### src/rtl/sram_ctrl_pkg.sv
`timescale 1ns/100ps
package sram_ctrl_pkg;
  typedef enum logic [1:0] {ST_IDLE, ST_READ, ST_WPULSE, ST_WHOLD} cyc_state_e;

  function automatic int cyc_ceil(input int ns, input int clk_ns);
    return (ns + clk_ns - 1) / clk_ns;
  endfunction

  function automatic int imax(input int a, input int b);
    return (a > b) ? a : b;
  endfunction
endpackage

### src/rtl/sram_phase_timer.sv
`timescale 1ns/100ps
module sram_phase_timer #(
  parameter int CW = 4
) (
  input  logic          clk_i,
  input  logic          rst_ni,
  input  logic          load_i,
  input  logic [CW-1:0] load_val_i,
  output logic          expired_o
);
  logic [CW-1:0] cnt_q;

  always_ff @(posedge clk_i or negedge rst_ni) begin
    if (!rst_ni)            cnt_q <= '0;
    else if (load_i)        cnt_q <= load_val_i;
    else if (cnt_q != '0)   cnt_q <= cnt_q - 1'b1;
  end

  assign expired_o = (cnt_q == '0);
endmodule

### src/rtl/sram_data_hold.sv
`timescale 1ns/100ps
module sram_data_hold #(
  parameter int AW = 18,
  parameter int DW = 8
) (
  input  logic          clk_i,
  input  logic          rst_ni,
  input  logic          accept_i,
  input  logic [AW-1:0] addr_i,
  input  logic [DW-1:0] wdata_i,
  input  logic          sample_i,
  input  logic [DW-1:0] dq_i,
  output logic [AW-1:0] addr_o,
  output logic [DW-1:0] dq_o,
  output logic [DW-1:0] rdata_o,
  output logic          rvalid_o
);
  always_ff @(posedge clk_i or negedge rst_ni) begin
    if (!rst_ni) begin
      addr_o <= '0;
      dq_o   <= '0;
    end else if (accept_i) begin
      addr_o <= addr_i;
      dq_o   <= wdata_i;
    end
  end

  always_ff @(posedge clk_i or negedge rst_ni) begin
    if (!rst_ni) begin
      rdata_o  <= '0;
      rvalid_o <= 1'b0;
    end else begin
      rvalid_o <= sample_i;
      if (sample_i) rdata_o <= dq_i;
    end
  end
endmodule

### src/rtl/sram_cycle_ctrl.sv
`timescale 1ns/100ps
module sram_cycle_ctrl
  import sram_ctrl_pkg::*;
#(
  parameter int AW       = 18,
  parameter int DW       = 8,
  parameter int CLK_NS   = 10,
  parameter int T_ACC_NS = 70,
  parameter int T_OE_NS  = 35,
  parameter int T_RC_NS  = 70,
  parameter int T_WP_NS  = 55,
  parameter int T_DS_NS  = 30,
  parameter int T_DH_NS  = 0,
  parameter int T_WR_NS  = 5,
  parameter int T_WC_NS  = 70
) (
  input  logic          clk_i,
  input  logic          rst_ni,
  input  logic          req_i,
  input  logic          we_i,
  input  logic [AW-1:0] addr_i,
  input  logic [DW-1:0] wdata_i,
  input  logic          inhibit_i,
  output logic          ready_o,
  output logic [DW-1:0] rdata_o,
  output logic          rvalid_o,
  output logic [AW-1:0] sram_addr_o,
  output logic          sram_ce_no,
  output logic          sram_oe_no,
  output logic          sram_we_no,
  output logic [DW-1:0] sram_dq_o,
  output logic          sram_dq_oe_o,
  input  logic [DW-1:0] sram_dq_i
);
  localparam int RD_CYC  = imax(imax(cyc_ceil(T_ACC_NS, CLK_NS), cyc_ceil(T_OE_NS, CLK_NS)),
                                cyc_ceil(T_RC_NS, CLK_NS));
  localparam int WP_CYC  = imax(cyc_ceil(T_WP_NS, CLK_NS), cyc_ceil(T_DS_NS, CLK_NS));
  localparam int WH_CYC  = imax(imax(1, cyc_ceil(imax(T_DH_NS, T_WR_NS), CLK_NS)),
                                cyc_ceil(T_WC_NS, CLK_NS) - WP_CYC);
  localparam int MAX_CYC = imax(RD_CYC, imax(WP_CYC, WH_CYC));
  localparam int CW      = $clog2(MAX_CYC + 1);

  cyc_state_e    state_q, state_d;
  logic          accept, load, sample, expired;
  logic [CW-1:0] load_val;

  assign ready_o = (state_q == ST_IDLE) && !inhibit_i;
  assign accept  = req_i && ready_o;

  always_comb begin
    state_d  = state_q;
    load     = 1'b0;
    load_val = '0;
    sample   = 1'b0;
    unique case (state_q)
      ST_IDLE: begin
        if (accept) begin
          load = 1'b1;
          if (we_i) begin
            state_d  = ST_WPULSE;
            load_val = CW'(WP_CYC - 1);
          end else begin
            state_d  = ST_READ;
            load_val = CW'(RD_CYC - 1);
          end
        end
      end
      ST_READ: begin
        if (inhibit_i) state_d = ST_IDLE;
        else if (expired) begin
          sample  = 1'b1;
          state_d = ST_IDLE;
        end
      end
      ST_WPULSE: begin
        if (inhibit_i) state_d = ST_IDLE;
        else if (expired) begin
          state_d  = ST_WHOLD;
          load     = 1'b1;
          load_val = CW'(WH_CYC - 1);
        end
      end
      ST_WHOLD: begin
        if (inhibit_i || expired) state_d = ST_IDLE;
      end
      default: state_d = ST_IDLE;
    endcase
  end

  always_ff @(posedge clk_i or negedge rst_ni) begin
    if (!rst_ni) state_q <= ST_IDLE;
    else         state_q <= state_d;
  end

  sram_phase_timer #(.CW(CW)) u_timer (
    .clk_i      (clk_i),
    .rst_ni     (rst_ni),
    .load_i     (load),
    .load_val_i (load_val),
    .expired_o  (expired)
  );

  sram_data_hold #(.AW(AW), .DW(DW)) u_hold (
    .clk_i    (clk_i),
    .rst_ni   (rst_ni),
    .accept_i (accept),
    .addr_i   (addr_i),
    .wdata_i  (wdata_i),
    .sample_i (sample),
    .dq_i     (sram_dq_i),
    .addr_o   (sram_addr_o),
    .dq_o     (sram_dq_o),
    .rdata_o  (rdata_o),
    .rvalid_o (rvalid_o)
  );

  // inhibit gates the pins directly so protection does not wait for a clock edge
  assign sram_ce_no   = (state_q == ST_IDLE) || inhibit_i;
  assign sram_oe_no   = (state_q != ST_READ) || inhibit_i;
  assign sram_we_no   = (state_q != ST_WPULSE) || inhibit_i;
  assign sram_dq_oe_o = ((state_q == ST_WPULSE) || (state_q == ST_WHOLD)) && !inhibit_i;
endmodule

### config.mk
export PLATFORM = sky130hd
export DESIGN_NAME = sram_cycle_ctrl
export DESIGN_NICKNAME = d
export VERILOG_FILES = /design/src/rtl/sram_ctrl_pkg.sv /design/src/rtl/sram_phase_timer.sv /design/src/rtl/sram_data_hold.sv /design/src/rtl/sram_cycle_ctrl.sv
export SDC_FILE = /design/constraint.sdc
export NUM_CORES = 1
export LEC_CHECK = 0
export BUFFER_PORTS_ARGS = -buffer_cell sky130_fd_sc_hd__buf_2
export CORE_MARGIN = 1
export CORE_UTILIZATION = 40
export DETAILED_ROUTE_END_ITERATION = 6
export HOLD_SLACK_MARGIN = 0.1
export PLACE_DENSITY = 0.82
export RECOVER_POWER = 50
export SLEW_MARGIN = 0
export SYNTH_ARGS = -nofsm -noshare
export SYNTH_HDL_FRONTEND = slang
export SYNTH_SLANG_ARGS = --single-unit
### constraint.sdc
create_clock -name clk_i -period 4 [get_ports clk_i]
set_clock_uncertainty 0.15 [all_clocks]
set_input_delay 0.2 -clock clk_i [delete_from_list [all_inputs] [get_ports clk_i]]
set_output_delay 0.2 -clock clk_i [all_outputs]
set_load 0.02 [all_outputs]
# Yosys cells after proc, flatten, opt, wreduce, memory -nomap -nowiden
# Index checks and enable logic that the tools add are counted.
dict set report classes {
  add_sub_neg 1
  n_eq_ne 9
  n_mux 18
  n_reduce_logical 14
}
# cell count
set ops {}
lappend ops {{$mux W2} 8}
lappend ops {{$mux W3} 4}
lappend ops {{$pmux W2 S4} 1}
lappend ops {{$ne A2 B2 Y1 const B} 3}
lappend ops {{$ne A3 B3 Y1 const B} 2}
lappend ops {{$logic_or A1 B1 Y1} 5}
lappend ops {{$eq A2 B2 Y1 const B} 2}
lappend ops {{$mux W1} 4}
lappend ops {{$reduce_and A4 Y1} 1}
lappend ops {{$logic_and A1 B1 Y1} 3}
lappend ops {{$logic_not A3 Y1} 1}
lappend ops {{$reduce_bool A3 Y1} 1}
lappend ops {{$sub A3 B1 Y3 const B} 1}
lappend ops {{$eq A2 B1 Y1 const B} 1}
lappend ops {{$logic_not A2 Y1} 1}
lappend ops {{$ne A2 B1 Y1 const B} 1}
lappend ops {{$pmux W1 S2} 1}
lappend ops {{$reduce_bool A2 Y1} 1}
lappend ops {{$logic_not A1 Y1} 1}
dict set report word_totals {
  reg_bits 40
  inputBits 39
  output_inout_bits 40
  elab_cells 48
}

# Logic depth before layout (Yosys ltp)
# Gate-level depths: netlist (run 1).
dict set report depth {
  word_depth 6
  mapped_depth 6
  mapped_depth_nobuf 5
}

# Modules after synthesis
# Synthesis (run 1) repeated with hierarchy kept, for this count alone.
dict set report hier_totals {
  hier_cells 118
  hier_area_um2 1806.7
}
# module n_inst cells_per_inst area_each_um2 seq_area_each_um2
set modules_own_cells {}
lappend modules_own_cells {sram_data_hold 1 73 1390.1 875.8}
lappend modules_own_cells {sram_cycle_ctrl 1 24 216.5 50.0}
lappend modules_own_cells {sram_phase_timer 1 21 200.2 75.1}

# Worst setup path after synthesis (run 1)
# OpenSTA, ideal clock, no wires.
dict set report synth_path {
  path_type {register to register}
  from {register u_timer.cnt_q[0]}
  to {register u_hold.rdata_o[0]}
  arrival_time_ns 1.334
  t_required_ns 3.725
  slack_ns 2.391
  stages_incl_launch_ff 7
  period_less_slack_ns 1.609
  cell_sequence {dfrtp_1 inv_1 ha_1 nor2b_1 buf_2 nand3_2 mux2_2}
}
dict set report synth_between {
  elab_chain_len 4
}
# element line_no
set synth_rtl {}
lappend synth_rtl {{from (decl)} sram_phase_timer.sv:11} ;# logic [CW-1:0] cnt_q;
lappend synth_rtl {{from (signal assigned)} sram_phase_timer.sv:15} ;# else if (load_i) cnt_q <= load_val_i;
lappend synth_rtl {{from (signal assigned)} sram_phase_timer.sv:16} ;# else if (cnt_q != '0) cnt_q <= cnt_q - 1'b1;
lappend synth_rtl {{$logic_not A3 Y1} sram_phase_timer.sv:19} ;# assign expired_o = (cnt_q == '0);
lappend synth_rtl {{$mux W1} sram_cycle_ctrl.sv:70} ;# else if (expired) begin
lappend synth_rtl {{$mux W1} --}
lappend synth_rtl {{$mux W1} sram_cycle_ctrl.sv:55} ;# unique case (state_q)
lappend synth_rtl {{to (signal assigned)} sram_data_hold.sv:34} ;# if (sample_i) rdata_o <= dq_i;
lappend synth_rtl {{to (decl)} sram_data_hold.sv:15} ;# output logic [DW-1:0] rdata_o,
# Every way passes these cells.
# A chain may end at the register's enable or synchronous reset.

==> results.cfg, run 1 <==
[setup_path]
critPathKind = input port to async pin
cp.arrival_ns = 2.25
critPathTopFamily = buffers and inverters
r2r_cells = 4
reg2reg_from = state_q[0]$_DFFE_PN0P_
critPathMaxFanout = 40
path_cells = dlygate4sd3_1 -> clkbuf_1
r2r_setup_slack_ns = 1.78
crit_required_ns = 3.82
critical-path-max-stage-delay_ns = 1.51
start_kind = input port
cpMaxStageDelayCell = clkbuf_1
worst-path-buf-inv = 2
r2r-end = state_q[1]$_DFFE_PN0P_
endpoint_kind = async pin

[clock_tree]
cts.path.max_buffers = 2
cts_root_buf = clkbuf_8
post_cts_resized = 0
cts_tree = done
clock-sinks = 40
clk_latency_ns = 0.28
clk_pin_slew_ns = 0.07
cts_made_buffers = 5
htreeDepth = 2

[pwr]
p_seq_frac = 0.442
p_per_area_nw_per_um2 = 519
combPwrFrac = 0.353
intPower_mw = 0.863
p_leak_nw = 1.19
fin_total_pwr_mw = 1.33
p_clk_frac = 0.205
swShare = 0.349
ir_drop_mv = 0.321
p_sw_mw = 0.462

[synthesis]
synthCells = 114
yosysWarningCount = 0
synth_seq_area_share = 0.580
synth_cell_types = 27
ys_ff_latch = 40
postSynthAreaPerCell_um2 = 15.1
syn_nets = 155
synth-edff-count = 0
ys_async_sr_fraction = 1.00
ys.flop_type = dfrtp_1
synth_area_um2 = 1730

[worst_hold_path]
hold_path.class = input port to register
whs_endpoint = state_q[0]$_DFFE_PN0P_
min_path_cells = 3
min_from = req_i

[detailed_routing]
drc = 0
wirelength_um = 4220
vias = 1317
detail_route.wl_per_cell_um = 14.9
vias_per_cell = 4.65
drt-initial-drc-count = 86
detail-route-antenna-nets = 0
dr.pass1.iters = 4

[final_layout]
instances_no_fill = 283
fillCellCount = 341
area_delta_synth_final_pct = 48.1
num-nets-final = 273
final_util = 0.630
drive_above_1_share = 0.348
antenna-diode-count = 0

[timing]
hold_viol_final = 0
finalSetupViolations = 0
rsz0062_at_grt = no
finalCritPeriodShare = 0.608
finalSetupTns_ns = 0
holdWs_ns = 0.163
finalMaxSlewViolations = 41
slew_headroom = -0.414
min_period_ns = 2.43
fmax_mhz = 411
tightest_slew_ns = 2.12

[global_route]
grt_pass1_vias = 1421
antenna_found_initial = 0
gr-total-overflow = 0
track_usage = 0.205
grt_first_pass_wirelength_um = 6630
grt_max_degree = 41

[floorplanning]
initial_core_util = 0.425
core_um2 = 4060
io_pins = 79
dieHeight_um = 67.7
die_x_um = 67.7
die_area_um2 = 4580
num_rows = 23

[placement]
dp.cells = 236
routabilityCongestion = 0.705
place_hpwl_um = 2380
io_buffers = 78

[status]
run_status = complete, but fails checks
violations = max-capacitance violations, max-slew violations

[job]
maxCapViolCount = 1
registers in the layout (all words and copies together) (netlist names):
name,cells
u_hold.addr_o,18
u_hold.dq_o,8
u_hold.rdata_o,8
u_timer.cnt_q,3
state_q,2
u_hold.rvalid_o,1
worst max-delay path by stage:
stage,startpoint,endpoint,slack (ns),cells past startpoint
after global routing,rst_ni,u_hold.rdata_o[4]$_DFFE_PN0P_,1.10,2
after global placement,u_timer.cnt_q[0]$_DFFE_PN0P_,u_hold.rdata_o[2]$_DFFE_PN0P_,2.13,5
after floorplan,u_timer.cnt_q[0]$_DFFE_PN0P_,u_hold.rdata_o[0]$_DFFE_PN0P_,2.39,6
after detailed placement,u_timer.cnt_q[0]$_DFFE_PN0P_,u_hold.rdata_o[2]$_DFFE_PN0P_,2.04,5
final,rst_ni,u_hold.rdata_o[0]$_DFFE_PN0P_,1.57,2
after CTS,state_q[0]$_DFFE_PN0P_,state_q[1]$_DFFE_PN0P_,1.81,4
metrics by stage:
| step | worst slack, ns | cell area, µm² |
|---|---|---|
| 2_1_floorplan | 2.39 | 1730 |
| 3_3_place_gp | 2.13 | 2120 |
| 3_5_place_dp | 2.04 | 2120 |
| 4_1_cts | 1.81 | 2600 |
| 5_1_grt | 1.10 | 2550 |
| 6_report | 1.57 | 2550 |
per-layer routing:
layer	track usage	vias to the layer above	share of wire	routed length, µm
li1	-	631	-	-
met1	0.233	634	0.40	1680
met2	0.351	46	0.54	2270
met3	0.0642	6	0.050	212
met4	0.0851	0	0.012	51
met5	0	-	0	0
logic make-up after synthesis:
group | Yosys count | share of synthesized area
buf+inv | 12 | 0.0493
fa+ha+maj | 2 | 0.0145
compound gates | 9 | 0.0370
simple gates | 15 | 0.0638
flops | 40 | 0.580
mux | 36 | 0.255
what timing repair did:
item	in CTS	in global routing
endpoints found under the hold margin	78	0
setup buffers	0	0
hold buffers	39	0
power by group through the flow:
stage	Combinational, mW	Clock (mW)	Sequential (mW)
after floorplan	0.203	0	0.693
after global placement	0.449	0	0.581
after detailed placement	0.463	0	0.585
after CTS	0.493	0.279	0.580
after global routing	0.509	0.299	0.600
final	0.468	0.272	0.585
layout by cell type (no fill, tap or decap), types with 2 or more instances in the layout:
cell type and n:
buf_2 42, dfrtp_1 40, dlygate4sd3_1 39, clkbuf_1 38, mux2_2 17, mux2_4 10, mux2_1 7, clkbuf_8 6
inv_1 5, nor2_1 3, a21oi_1 3, nand2_1 2, nor2b_1 2, mux2i_1 2, ha_1 2
Yosys cell counts (all sizes together) (2+ instances only):
master / number / area (µm²)
inv: 5 / 18.8
buf: 7 / 66.3
ha: 2 / 25.0
nand2: 2 / 7.51
mux2: 34 / 420
dfrtp: 40 / 1000
a21oi: 3 / 15.0
nor2b: 2 / 12.5
nor2: 3 / 11.3
mux2i: 2 / 20.0
area by class of cell:
cell class	count	area, µm²	share of cell area
inverters	5	18.8	0.00735
repair buffers	118	743	0.291
well taps	50	62.6	0.0245
flip-flops and latches	40	1000	0.392
clock buffers	8	90.1	0.0353
multi-input cells	62	639	0.250
No activity file was read; power rests on OpenSTA's default activity.
==> run 2: changes to the inputs <==
Clock period 4 ns to 2.4 ns, I/O delays scaled along.
==> run 2 against run 1 <==
Compared with the run above: the run now ends clean; worst hold slack improved by 0.051 ns; largest power group unchanged; highest routed layer unchanged; sequential share of layout area fell by 0.30 points; power rose by 67%; critical path type is now register to register; die area did not move.
==> results.cfg, run 2 (synthesis gave the netlist of run 1 again) <==
[global_route]
antenna_found_initial = 0
grt_max_degree = 41
track_usage = 0.199
grt_first_pass_wirelength_um = 6450
gr-total-overflow = 0
grt_pass1_vias = 1413

[setup_path]
critPathMaxFanout = 6
path_cells = inv_1 -> ha_1 -> nor2b_1 -> a21bo_2 -> a21oi_1 -> dlygate4sd3_1
cp.depth = 6
start_kind = register
critPathKind = register to register
cpMaxStageDelayCell = dlygate4sd3_1
critPathTopFamily = buffers and inverters
worst-path-buf-inv = 2
cp.arrival_ns = 2.15
endpoint_kind = register
critical-path-max-stage-delay_ns = 0.55
r2r_cells = 6
crit_required_ns = 2.42

[clock_tree]
clk_latency_ns = 0.28
clock-sinks = 40
cts_made_buffers = 5
htreeDepth = 2
post_cts_resized = 0
clk_pin_slew_ns = 0.07
cts_root_buf = clkbuf_8
cts_tree = done
cts.path.max_buffers = 2

[floorplanning]
die_area_um2 = 4580
die_x_um = 67.7
num_rows = 23
dieHeight_um = 67.7
io_pins = 79
core_um2 = 4060
initial_core_util = 0.425

[status]
run_status = completed

[final_layout]
antenna-diode-count = 0
fillCellCount = 315
design_area_um2 = 2570
num-nets-final = 273
top_regs = u_hold.addr_o (18), u_hold.dq_o (8), u_hold.rdata_o (8)
area_delta_synth_final_pct = 49.2
multi_input_comb_area_um2 = 639
final_cell_mix = buf_2, dfrtp_1, dlygate4sd3_1
final_common_cell = buf_2
drive_above_1_share = 0.358
largest_register_ffs = 18
regMostFlops = u_hold.addr_o
seqCellArea_um2 = 1000

[pwr]
p_leak_nw = 1.20
intPower_mw = 1.46
p_seq_frac = 0.441
ir_drop_mv = 0.523
fin_total_pwr_mw = 2.22
p_sw_mw = 0.754
swShare = 0.340
p_per_area_nw_per_um2 = 861
p_clk_frac = 0.208
combPwrFrac = 0.352

[timing]
finalSetupTns_ns = 0
min_period_ns = 2.13
tightest_slew_ns = 0.963
finalCritPeriodShare = 0.888
finalSetupViolations = 0
holdWs_ns = 0.213
slew_headroom = 0.358
fmax_mhz = 469
hold_viol_final = 0
finalMaxSlewViolations = 0
rsz0062_at_grt = no

[placement]
dpl_cell_area_um2 = 2130
place_hpwl_um = 2310
io_buffers = 78
routabilityCongestion = 0.727

[detailed_routing]
detail_route.wl_per_cell_um = 14.3
dr.pass1.iters = 4
wirelength_um = 4040
vias_per_cell = 4.75
vias = 1340
drc = 0
detail-route-antenna-nets = 0
drt-initial-drc-count = 96

[worst_hold_path]
min_path_cells = 4
hold_path.class = input port to register

[job]
maxCapViolCount = 0
==> run 2: cell count changes in the layout (fill, tap and decap cells not counted) <==
cell | before | now
clkbuf_1 | 38 | 35
buf_4 | 1 | 0
clkbuf_8 | 6 | 7
buf_12 | 0 | 1
clkbuf_2 | 0 | 1
==> run 2: repair_timing <==
item | in CTS | in global routing
hold endpoints to repair | 78 | 0
hold buffers | 39 | 0
buffers inserted | 0 | 0
==> run 2: final timing paths <==
| path | end | startpoint | slack (ns) |
|---|---|---|---|
| max in group asynchronous | u_hold.rdata_o[7]$_DFFE_PN0P_ | rst_ni | 1.13 |
| worst max-delay path | state_q[1]$_DFFE_PN0P_ | u_timer.cnt_q[0]$_DFFE_PN0P_ | 0.27 |
| worst min-delay path | u_timer.cnt_q[0]$_DFFE_PN0P_ | req_i | 0.21 |
| worst min register to register | u_hold.addr_o[17]$_DFFE_PN0N_ | u_hold.addr_o[17]$_DFFE_PN0N_ | 0.34 |
| worst max register to register | state_q[1]$_DFFE_PN0P_ | u_timer.cnt_q[0]$_DFFE_PN0P_ | 0.27 |
| min in group asynchronous | u_hold.addr_o[13]$_DFFE_PN0N_ | rst_ni | 0.38 |
==> run 2: per-stage QoR <==
stage	setup WS, ns	instances	util
final	0.270	282	0.635
after global placement	0.524	236	0.525
after CTS	0.267	282	0.645
after detailed placement	0.459	236	0.525
after floorplan	0.791	114	-
after global routing	0.125	282	0.635
==> run 2: final cells by class <==
type,instances,area share
multi-input combinational,62,0.248
tap,50,0.0243
inverter,5,0.00729
timing repair buffer,118,0.294
sequential,40,0.389
clock buffer,7,0.0374
==> run 2: tightest hold or removal path, cell delays in order <==
cell,delay (ns)
buf_2,0.12
nor2_1,0.08
o31ai_1,0.08
o211ai_1,0.19
==> run 2: power by group through the flow <==
stage / logic, mW / clock network (mW) / registers (mW)
6_report: 0.780 / 0.461 / 0.977
5_1_grt: 0.851 / 0.514 / 1.00
2_1_floorplan: 0.338 / 0 / 1.15
3_3_place_gp: 0.753 / 0 / 0.969
4_1_cts: 0.823 / 0.481 / 0.968
3_5_place_dp: 0.774 / 0 / 0.975
==> run 2: metal layers <==
metal	GRT usage	up-vias	share of wire
li1	-	628	-
met1	0.228	650	0.38
met3	0.0642	9	0.057
met4	0.0771	0	0.018
met5	0	-	0
met2	0.342	53	0.54
